<file path="config.mk">
export PLATFORM = sky130hd
export DESIGN_NAME = startup_short_seq
export DESIGN_NICKNAME = d
export VERILOG_FILES = /design/src/rtl/ssq_pkg.sv /design/src/rtl/ssq_timer.sv /design/src/rtl/ssq_qual.sv /design/src/rtl/ssq_status.sv /design/src/rtl/startup_short_seq.sv
export SDC_FILE = /design/constraint.sdc
export NUM_CORES = 1
export LEC_CHECK = 0
export CORE_MARGIN = 2
export CORE_UTILIZATION = 25
export DETAILED_ROUTE_END_ITERATION = 8
export HOLD_SLACK_MARGIN = 0.1
export PLACE_DENSITY_LB_ADDON = 0.08
export REMOVE_ABC_BUFFERS = 1
export SLEW_MARGIN = 20
export SYNTH_ARGS = -nofsm -noshare
export SYNTH_HDL_FRONTEND = slang
export SYNTH_SLANG_ARGS = --single-unit
</file>
<file path="constraint.sdc">
create_clock -name clk -period 2.3 [get_ports clk]
set_input_delay 0.46 -clock clk [delete_from_list [all_inputs] [get_ports clk]]
set_output_delay 0.46 -clock clk [all_outputs]
set_load 0.1 [all_outputs]
</file>
<file path="src/rtl/ssq_pkg.sv">
package ssq_pkg;

    typedef enum logic [2:0] {
        SQ_OFF    = 3'd0,
        SQ_GND    = 3'd1,
        SQ_SUP    = 3'd2,
        SQ_LAUNCH = 3'd3,
        SQ_RUN    = 3'd4,
        SQ_HALT   = 3'd5,
        SQ_TRIP   = 3'd6
    } seq_state_e;

    localparam logic [1:0] MODE_SE = 2'b10;
    localparam int         N_PHASE = 2;

endpackage

</file>
<file path="src/rtl/ssq_timer.sv">
module ssq_timer #(
    parameter int TMO_CYC = 4096
) (
    input  logic clk,
    input  logic rst_n,
    input  logic active,
    output logic tmo
);
    localparam int TW = (TMO_CYC > 1) ? $clog2(TMO_CYC) : 1;

    logic [TW-1:0] tcnt_q;

    assign tmo = active && (tcnt_q == TW'(TMO_CYC - 1));

    always_ff @(posedge clk or negedge rst_n) begin
        if (!rst_n) begin
            tcnt_q <= '0;
        end else if (!active || tmo) begin
            tcnt_q <= '0;
        end else begin
            tcnt_q <= tcnt_q + 1'b1;
        end
    end


    tmo_wrap_chk: assert property (@(posedge clk) disable iff (!rst_n)
        tmo |=> !tmo);

endmodule

</file>
<file path="src/rtl/ssq_qual.sv">
module ssq_qual #(
    parameter int CW      = 8,
    parameter int CLEAN_N = 4
) (
    input  logic          clk,
    input  logic          rst_n,
    input  logic          active,
    input  logic          restart,
    input  logic [CW-1:0] settle_i,
    input  logic          short_any,
    output logic          sampling,
    output logic          pass
);
    localparam int NW = $clog2(CLEAN_N + 1);

    logic [CW-1:0] scnt_q;
    logic [NW-1:0] ccnt_q;

    assign sampling = active && (scnt_q == settle_i);
    assign pass     = active && (ccnt_q == NW'(CLEAN_N));

    always_ff @(posedge clk or negedge rst_n) begin
        if (!rst_n) begin
            scnt_q <= '0;
            ccnt_q <= '0;
        end else if (!active || restart) begin
            scnt_q <= '0;
            ccnt_q <= '0;
        end else if (scnt_q != settle_i) begin
            scnt_q <= scnt_q + 1'b1;
        end else if (short_any) begin
            ccnt_q <= '0;
        end else if (ccnt_q != NW'(CLEAN_N)) begin
            ccnt_q <= ccnt_q + 1'b1;
        end
    end


    pass_clean_chk: assert property (@(posedge clk) disable iff (!rst_n)
        pass |-> $past(!short_any));

endmodule

</file>
<file path="src/rtl/ssq_status.sv">
module ssq_status #(
    parameter int NHB = 4
) (
    input  logic           clk,
    input  logic           rst_n,
    input  logic           rec_gnd,
    input  logic           rec_sup,
    input  logic [NHB-1:0] gnd_bits,
    input  logic [NHB-1:0] sup_bits,
    output logic [1:0]     fail_phase,
    output logic [NHB-1:0] fail_hb
);
    logic [NHB-1:0] g_hit, s_hit;

    assign g_hit = rec_gnd ? gnd_bits : '0;
    assign s_hit = rec_sup ? sup_bits : '0;

    always_ff @(posedge clk or negedge rst_n) begin
        if (!rst_n) begin
            fail_phase <= '0;
            fail_hb    <= '0;
        end else begin
            if (|g_hit) fail_phase[0] <= 1'b1;
            if (|s_hit) fail_phase[1] <= 1'b1;
            fail_hb <= fail_hb | g_hit | s_hit;
        end
    end


    sticky_hb_chk: assert property (@(posedge clk) disable iff (!rst_n)
        (($past(fail_hb) & ~fail_hb) == '0));

endmodule

</file>
<file path="src/rtl/startup_short_seq.sv">
module startup_short_seq
    import ssq_pkg::*;
#(
    parameter int NHB     = 4,
    parameter int CW      = 8,
    parameter int CLEAN_N = 4,
    parameter int TMO_CYC = 4096
) (
    input  logic           clk,
    input  logic           rst_n,
    input  logic           supply_ok_i,
    input  logic           dev_rst_n_i,
    input  logic [1:0]     mode_i,
    input  logic [CW-1:0]  settle_i,
    input  logic [NHB-1:0] gnd_short_i,
    input  logic [NHB-1:0] sup_short_i,
    input  logic           ocp_i,
    output logic           shdn_n_o,
    output logic           hiz_o,
    output logic           start_sw_o,
    output logic           ready_o,
    output logic [1:0]     fail_phase_o,
    output logic [NHB-1:0] fail_hb_o
);
    seq_state_e state_q, state_d;

    logic [N_PHASE-1:0] ph_active, ph_pass, ph_samp, ph_tmo;
    logic [NHB-1:0]     ph_bits [N_PHASE];

    assign ph_bits[0]   = gnd_short_i;
    assign ph_bits[1]   = sup_short_i;
    assign ph_active[0] = (state_q == SQ_GND);
    assign ph_active[1] = (state_q == SQ_SUP);

    for (genvar g = 0; g < N_PHASE; g++) begin : g_phase
        ssq_timer #(.TMO_CYC(TMO_CYC)) u_tmr (
            .clk    (clk),
            .rst_n  (rst_n),
            .active (ph_active[g]),
            .tmo    (ph_tmo[g])
        );
        ssq_qual #(.CW(CW), .CLEAN_N(CLEAN_N)) u_qual (
            .clk       (clk),
            .rst_n     (rst_n),
            .active    (ph_active[g]),
            .restart   (ph_tmo[g]),
            .settle_i  (settle_i),
            .short_any (|ph_bits[g]),
            .sampling  (ph_samp[g]),
            .pass      (ph_pass[g])
        );
    end

    ssq_status #(.NHB(NHB)) u_status (
        .clk        (clk),
        .rst_n      (rst_n),
        .rec_gnd    (ph_samp[0]),
        .rec_sup    (ph_samp[1]),
        .gnd_bits   (gnd_short_i),
        .sup_bits   (sup_short_i),
        .fail_phase (fail_phase_o),
        .fail_hb    (fail_hb_o)
    );

    // next state
    always_comb begin
        state_d = state_q;
        if (!supply_ok_i) begin
            state_d = SQ_OFF;
        end else begin
            unique case (state_q)
                SQ_OFF: begin
                    if (mode_i == MODE_SE) state_d = dev_rst_n_i ? SQ_LAUNCH : SQ_HALT;
                    else                   state_d = SQ_GND;
                end
                SQ_GND:    if (ph_pass[0]) state_d = SQ_SUP;
                SQ_SUP:    if (ph_pass[1]) state_d = dev_rst_n_i ? SQ_LAUNCH : SQ_HALT;
                SQ_LAUNCH: state_d = SQ_RUN;
                SQ_RUN: begin
                    if (!dev_rst_n_i) state_d = SQ_HALT;
                    else if (ocp_i)   state_d = SQ_TRIP;
                end
                SQ_HALT:   if (dev_rst_n_i) state_d = SQ_LAUNCH;
                SQ_TRIP:   if (!dev_rst_n_i) state_d = SQ_HALT;
                default:   state_d = SQ_OFF;
            endcase
        end
    end

    // state register
    always_ff @(posedge clk or negedge rst_n) begin
        if (!rst_n) state_q <= SQ_OFF;
        else        state_q <= state_d;
    end

    // outputs
    always_comb begin
        shdn_n_o   = 1'b0;
        hiz_o      = 1'b1;
        start_sw_o = 1'b0;
        ready_o    = 1'b0;
        unique case (state_q)
            SQ_OFF, SQ_GND, SQ_SUP, SQ_TRIP: begin
                shdn_n_o = 1'b0;
                hiz_o    = 1'b1;
            end
            SQ_LAUNCH: begin
                shdn_n_o   = 1'b1;
                hiz_o      = 1'b0;
                start_sw_o = 1'b1;
            end
            SQ_RUN: begin
                shdn_n_o = 1'b1;
                hiz_o    = 1'b0;
                ready_o  = 1'b1;
            end
            SQ_HALT: begin
                shdn_n_o = 1'b1;
                hiz_o    = 1'b1;
            end
            default: begin
                shdn_n_o = 1'b0;
                hiz_o    = 1'b1;
            end
        endcase
    end


    strobe_once_chk: assert property (@(posedge clk) disable iff (!rst_n)
        start_sw_o |=> !start_sw_o);


    ready_after_strobe_chk: assert property (@(posedge clk) disable iff (!rst_n)
        $rose(ready_o) |-> $past(start_sw_o));


    ocp_drop_chk: assert property (@(posedge clk) disable iff (!rst_n)
        (ready_o && ocp_i && dev_rst_n_i && supply_ok_i) |=> !ready_o);


    se_skip_chk: assert property (@(posedge clk) disable iff (!rst_n)
        (state_q == SQ_OFF && supply_ok_i && dev_rst_n_i && mode_i == MODE_SE) |=> start_sw_o);


    test_shdn_chk: assert property (@(posedge clk) disable iff (!rst_n)
        (state_q == SQ_SUP && !ph_pass[1] && supply_ok_i) |=> (!shdn_n_o && hiz_o));

endmodule

</file>
* Word level (Yosys, flattened, before mapping)
Index checks and enable logic that the tools add are counted.
** Cells by class
- $add $sub $neg :: 6
- Equal/unequal tests :: 24
- Mux-type cells :: 30
- Bitwise gates (word level) :: 2
- Reductions and logical operators :: 24
** Operators by type and width (number)
- two-way mux 3 bit :: 17
- two-way mux 8 bit :: 4
- adder 12 x 1 -> 12 bit, second input constant :: 2
- == test 12 bit, second input constant :: 2
- two-way mux 12 bit :: 2
- one-hot mux 3 bit (7 select lines) :: 1
- != test 3 bit, second input constant :: 6
- adder 8 x 1 -> 8 bit, second input constant :: 2
- == test 8 bit :: 2
- != test 8 bit :: 2
- OR reduction 4 bit :: 4
- == test 3 bit, second input constant :: 5
- two-way mux 4 bit :: 2
- OR 4 bit :: 2
- adder 3 x 1 -> 3 bit, second input constant :: 2
- == test 3 x 2 -> 1 bit, second input constant :: 2
- logical AND 1 bit :: 6
- nonzero test 3 bit :: 2
- AND reduction 5 bit :: 1
- two-way mux 1 bit :: 4
- != test 2 x 1 -> 1 bit, second input constant :: 2
- != test 4 bit, second input constant :: 1
- AND reduction 2 bit :: 2
- nonzero test 2 bit :: 2
- 7 further kinds :: 9
** Storage, ports and cells
- Register bits after elaboration :: 55
- Input port bits :: 23
- Output and inout port bits :: 10
- Word-level logic and storage cells :: 96

* Logic depth before layout (Yosys ltp)
- Depth in word-level cells :: 5
- Mapped depth :: 7
- Depth with buffers taken out :: 7

* Modules after synthesis
From an unflattened synthesis, not the netlist that was laid out.
** Unflattened totals
- Cell total of the unflattened synthesis :: 351
- Area, all modules :: 3402.0 um2
** By module, submodules not included
- ssq_timer :: instances 2, cells an instance 59, area each 600.6 um2, seq. area each 300.3 um2
- ssq_qual at g_phase[1].u_qual :: instances 1, cells an instance 87, area each 827.0 um2, seq. area each 275.3 um2
- ssq_qual at g_phase[0].u_qual :: instances 1, cells an instance 89, area each 815.8 um2, seq. area each 275.3 um2
- startup_short_seq :: instances 1, cells an instance 43, area each 322.8 um2, seq. area each 75.1 um2
- ssq_status :: instances 1, cells an instance 14, area each 235.2 um2, seq. area each 150.1 um2

* Worst setup path before layout
Ideal clock, no wire load.
- Kind :: flip-flop to output port
- Start :: register state_q[2]
- End :: output port hiz_o
- Data arrival time :: 2825 ps
- Required time :: 1840 ps
- Slack :: -985 ps
- Stages on the path, launching flop included :: 5
- Path buffers :: 1
- Cells stage by stage :: dfrtp_1 -> buf_2 -> nand2b_1 -> nor2_1 -> nor2_1
** Between the ends
- Cells in the longest elaborated chain, start to end :: 3
- Elaborated cells between the ends (all ways) :: 4
- Those cells by class :: eq/ne: 2; mux: 1; reduce/logical: 1
** RTL lines
- start, declared :: RTL line startup_short_seq.sv:25 : seq_state_e state_q, state_d;
- start signal, assigned :: RTL line startup_short_seq.sv:93 : else state_q <= state_d;
- == test 3 bit or == test 3 x 2 -> 1 bit (tied branches) :: RTL line startup_short_seq.sv:102 : unique case (state_q)
- OR reduction 2 bit (no source line) *
- two-way mux 1 bit * :: RTL line startup_short_seq.sv:102
- end, declared :: RTL line startup_short_seq.sv:19 : output logic hiz_o,
Mark *: on every way between the ends. The rest lies on a longest branch, timed or not.

* Final worst setup path
Same ends and word-level chain as after synthesis.

==> results by group <==
Logic synthesis
  – Synth Register Bits: 55
  – Synth async-reset ratio: 1.00
  – Post-synth EDFFs: 0
  – Biggest area consumer among synthesized cells: dfrtp_1
  – Post-Syn Instances: 304
  – Mean post-synth cell area: 9.71 sq um
  – Sequential-to-total area share from yosys stat: 0.466
  – Synth cell types: 48
  – Ys Warns: 0
  – Top cell type's share of synthesized area: 0.466
  – Top area cells in the synthesized netlist: dfrtp_1 47%, xor2_1 8.9%, nor2_1 5.0%
  – Synth Flop Type: dfrtp_1
  – Mapped Area: 0.00295 sq mm

STA
  – Clock Skew: 0.00469 ns
  – Final min period: 2.01 ns
  – Max Clock Freq: 0.496 GHz
  – Setup slack after layout: 0.285 ns
  – Max-slew headroom: 0.506
  – Final hold violation count: 0
  – Worst-Margin Slew: 0.741 ns
  – Period utilization: 0.876
  – Hold slack: 0.156 ns
  – RSZ-0062 raised after global routing: false
  – Final setup viols: 0
  – Final Slew Violations: 0

Clocking
  – H-tree levels: 2
  – Hold buffers post-CTS: 0
  – TritonCTS Sinks: 55
  – Post-CTS setup buffers: 0
  – CTS root buf: clkbuf_16
  – Post-CTS resize count: 0
  – CTS Buf Count: 5
  – TritonCTS clock tree: built
  – Clock Latency Late Sink: 0.29 ns
  – Clk pin slew, worst setup/hold paths: 0.07 ns
  – CTS max path bufs: 2

Place
  – Routability cong.: 0.712
  – PortBufs: 32
  – Pre-CTS WS: -0.00234 ns
  – Placed cell areas: 0.00351 sq mm
  – Detail Placement HPWL: 4780 um
  – Post-Place Cells: 481

Final layout
  – Area grow syn2layout: 24.7%
  – Final core occ: 0.321
  – Fillers: 1150
  – Ant diodes: 0
  – Post-route cell area: 0.00368 sq mm
  – Final Non-Filler Cells: 489
  – Fin nets: 376
  – Share of post-route cells with drive strength above 1: 0.118

Worst setup path
  – Worst setup path end: hiz_o
  – CP Data Arrival Time: 1.55 ns
  – CP Depth: 5
  – Setup crit end kind: output pin
  – Worst R2R Path Depth: 4
  – Worst Path Buf+Inv: 2
  – Worst R2R Start: g_phase[0].u_tmr.tcnt_q[0]
  – CP peak stage delay: 0.54 ns
  – Slowest-stage cell, CP: dfrtp_1
  – CP Max Fanout: 11
  – Crit path max-delay family: flip-flops
  – Cell-by-cell trace of the critical path: nor2b_1 > nand2_1 > inv_1 > nor2_1 > buf_12
  – Reg2Reg Capture Point: g_phase[0].u_qual.ccnt_q[0]
  – CP Class: reg2out
  – Setup crit start kind: flop
  – WP data required: 1.84 ns
  – Reg2Reg Setup Slack: 0.38 ns
  – Crit. Startpoint: state_q[2]

Floorplanning
  – Rows: 39
  – Die height: 113 um
  – Initial Util: 0.257
  – Die area: 0.0127 sq mm
  – Die Width: 113 um
  – Core Box Area: 0.0115 sq mm
  – I/O pin total: 33

Global route
  – First-pass GRT wire length: 11400 um
  – Antenna violations before repair: 0
  – Met1 usage: 0.151
  – GRT met2 Usage: 0.178
  – GRT Residual Overflow: 0
  – Vias in the first global route: 2287
  – Met3 Usage GRT: 0.0248
  – Largest net degree at the start of global routing: 56
  – Top Usage Layer GRT: met2
  – Gr usage total: 0.112

Min path
  – Hold Path Class: in2async

Route
  – Vias per cell: 4.52
  – Remaining DRCs: 0
  – DR vias: 2209
  – Drt pass-1 iters: 4
  – WL/cell: 13.8 um
  – Detail Route Antenna Nets: 0
  – Drt total wl: 6750 um
  – Iter 0 DRT Violations: 80

Flow run
  – Max_cap viols: 0

Power
  – Worst vdd rail ir drop: 0.279 mV
  – Pwr per Cell Area: 646 mW/mm^2
  – Leakage: 1.56 nW

Outcome
  – Status: finished, final reports clean
[synth_stat cells (all sizes together) (4+ instances only)]
| library cell | number |
|---|---|
| and2 | 8 |
| ha | 8 |
| a21oi | 16 |
| inv | 7 |
| xnor2 | 12 |
| a221o | 4 |
| buf | 7 |
| nand2 | 31 |
| o21ai | 15 |
| nor4 | 6 |
| nor2 | 40 |
| nand4 | 5 |
| dfrtp | 55 |
| nand3 | 12 |
| xor2 | 30 |
| or3 | 9 |
[worst min path at each step]
stage,startpoint,to,slack (ns)
final,rst_n,g_phase[1].u_qual.scnt_q[5],0.16
after floorplan,rst_n,g_phase[0].u_qual.ccnt_q[0],0.16
after CTS,rst_n,g_phase[1].u_qual.scnt_q[5],0.18
after global placement,u_status.fail_phase[1],u_status.fail_phase[1],0.44
after global routing,rst_n,g_phase[1].u_qual.scnt_q[4],0.19
after detailed placement,u_status.fail_phase[0],u_status.fail_phase[0],0.45
[metal layers]
layer,up-vias,wire length (um)
met5,-,0
met4,0,160
met3,10,184
met2,24,3120
met1,1036,3290
li1,1139,-
[logic make-up (layout without fill, tap and decap cells)]
| logic type | count (synthesis) | count (layout) | synth area share |
|---|---|---|---|
| AND/OR/NAND/NOR | 129 | 129 | 0.224 |
| flip-flops | 55 | 55 | 0.466 |
| AO/OA/AOI/OAI | 54 | 54 | 0.122 |
| XOR/XNOR | 42 | 42 | 0.125 |
| buffers and inverters | 15 | 57 | 0.0263 |
| adder cells (fa/ha/maj) | 8 | 8 | 0.0339 |
| multiplexers | 1 | 1 | 0.00339 |
[flip-flops by register name, summed over array words and instances, names as in the netlist]
| signal | flops |
|---|---|
| g_phase.u_qual.ccnt_q | 6 |
| g_phase.u_qual.scnt_q | 16 |
| g_phase.u_tmr.tcnt_q | 24 |
| state_q | 3 |
| u_status.fail_hb | 4 |
| u_status.fail_phase | 2 |
[metrics by stage]
step	power (mW)	setup TNS, ns
2_1_floorplan	1.32	-1.03
3_3_place_gp	1.52	-0.0591
3_5_place_dp	1.51	-0.00234
4_1_cts	2.43	0
5_1_grt	2.51	0
6_report	2.38	0
[cells in the final DEF (no fill, tap or decap), drive strengths merged, types with 4 or more instances in the layout]
cell            n
dfrtp          55
nor2           40
nand2          31
xor2           30
clkdlybuf4s50  21
buf            21
a21oi          16
o21ai          15
xnor2          12
nand3          12
or3             9
ha              8
and2            8
inv             7
clkbuf          6
nor4            6
nand4           5
a221o           4
[report_power, final]
group / switching [mW] / leakage (nW) / internal (mW) / total [mW]
logic: 0.286 / 0.716 / 0.156 / 0.442
clock network: 0.350 / 0.0868 / 0.542 / 0.892
registers: 0.0423 / 0.762 / 1.00 / 1.04
[final cells by class]
| type | instances | area (sq um) | area share |
|---|---|---|---|
| flip-flops and latches | 55 | 1380 | 0.374 |
| multi-input cells | 234 | 1500 | 0.407 |
| clock inverters | 2 | 35.0 | 0.00952 |
| inverters | 7 | 26.3 | 0.00714 |
| clock buffers | 6 | 139 | 0.0377 |
| repair buffers | 42 | 428 | 0.116 |
| well taps | 143 | 179 | 0.0486 |
Power figures use the tool's default switching activity.
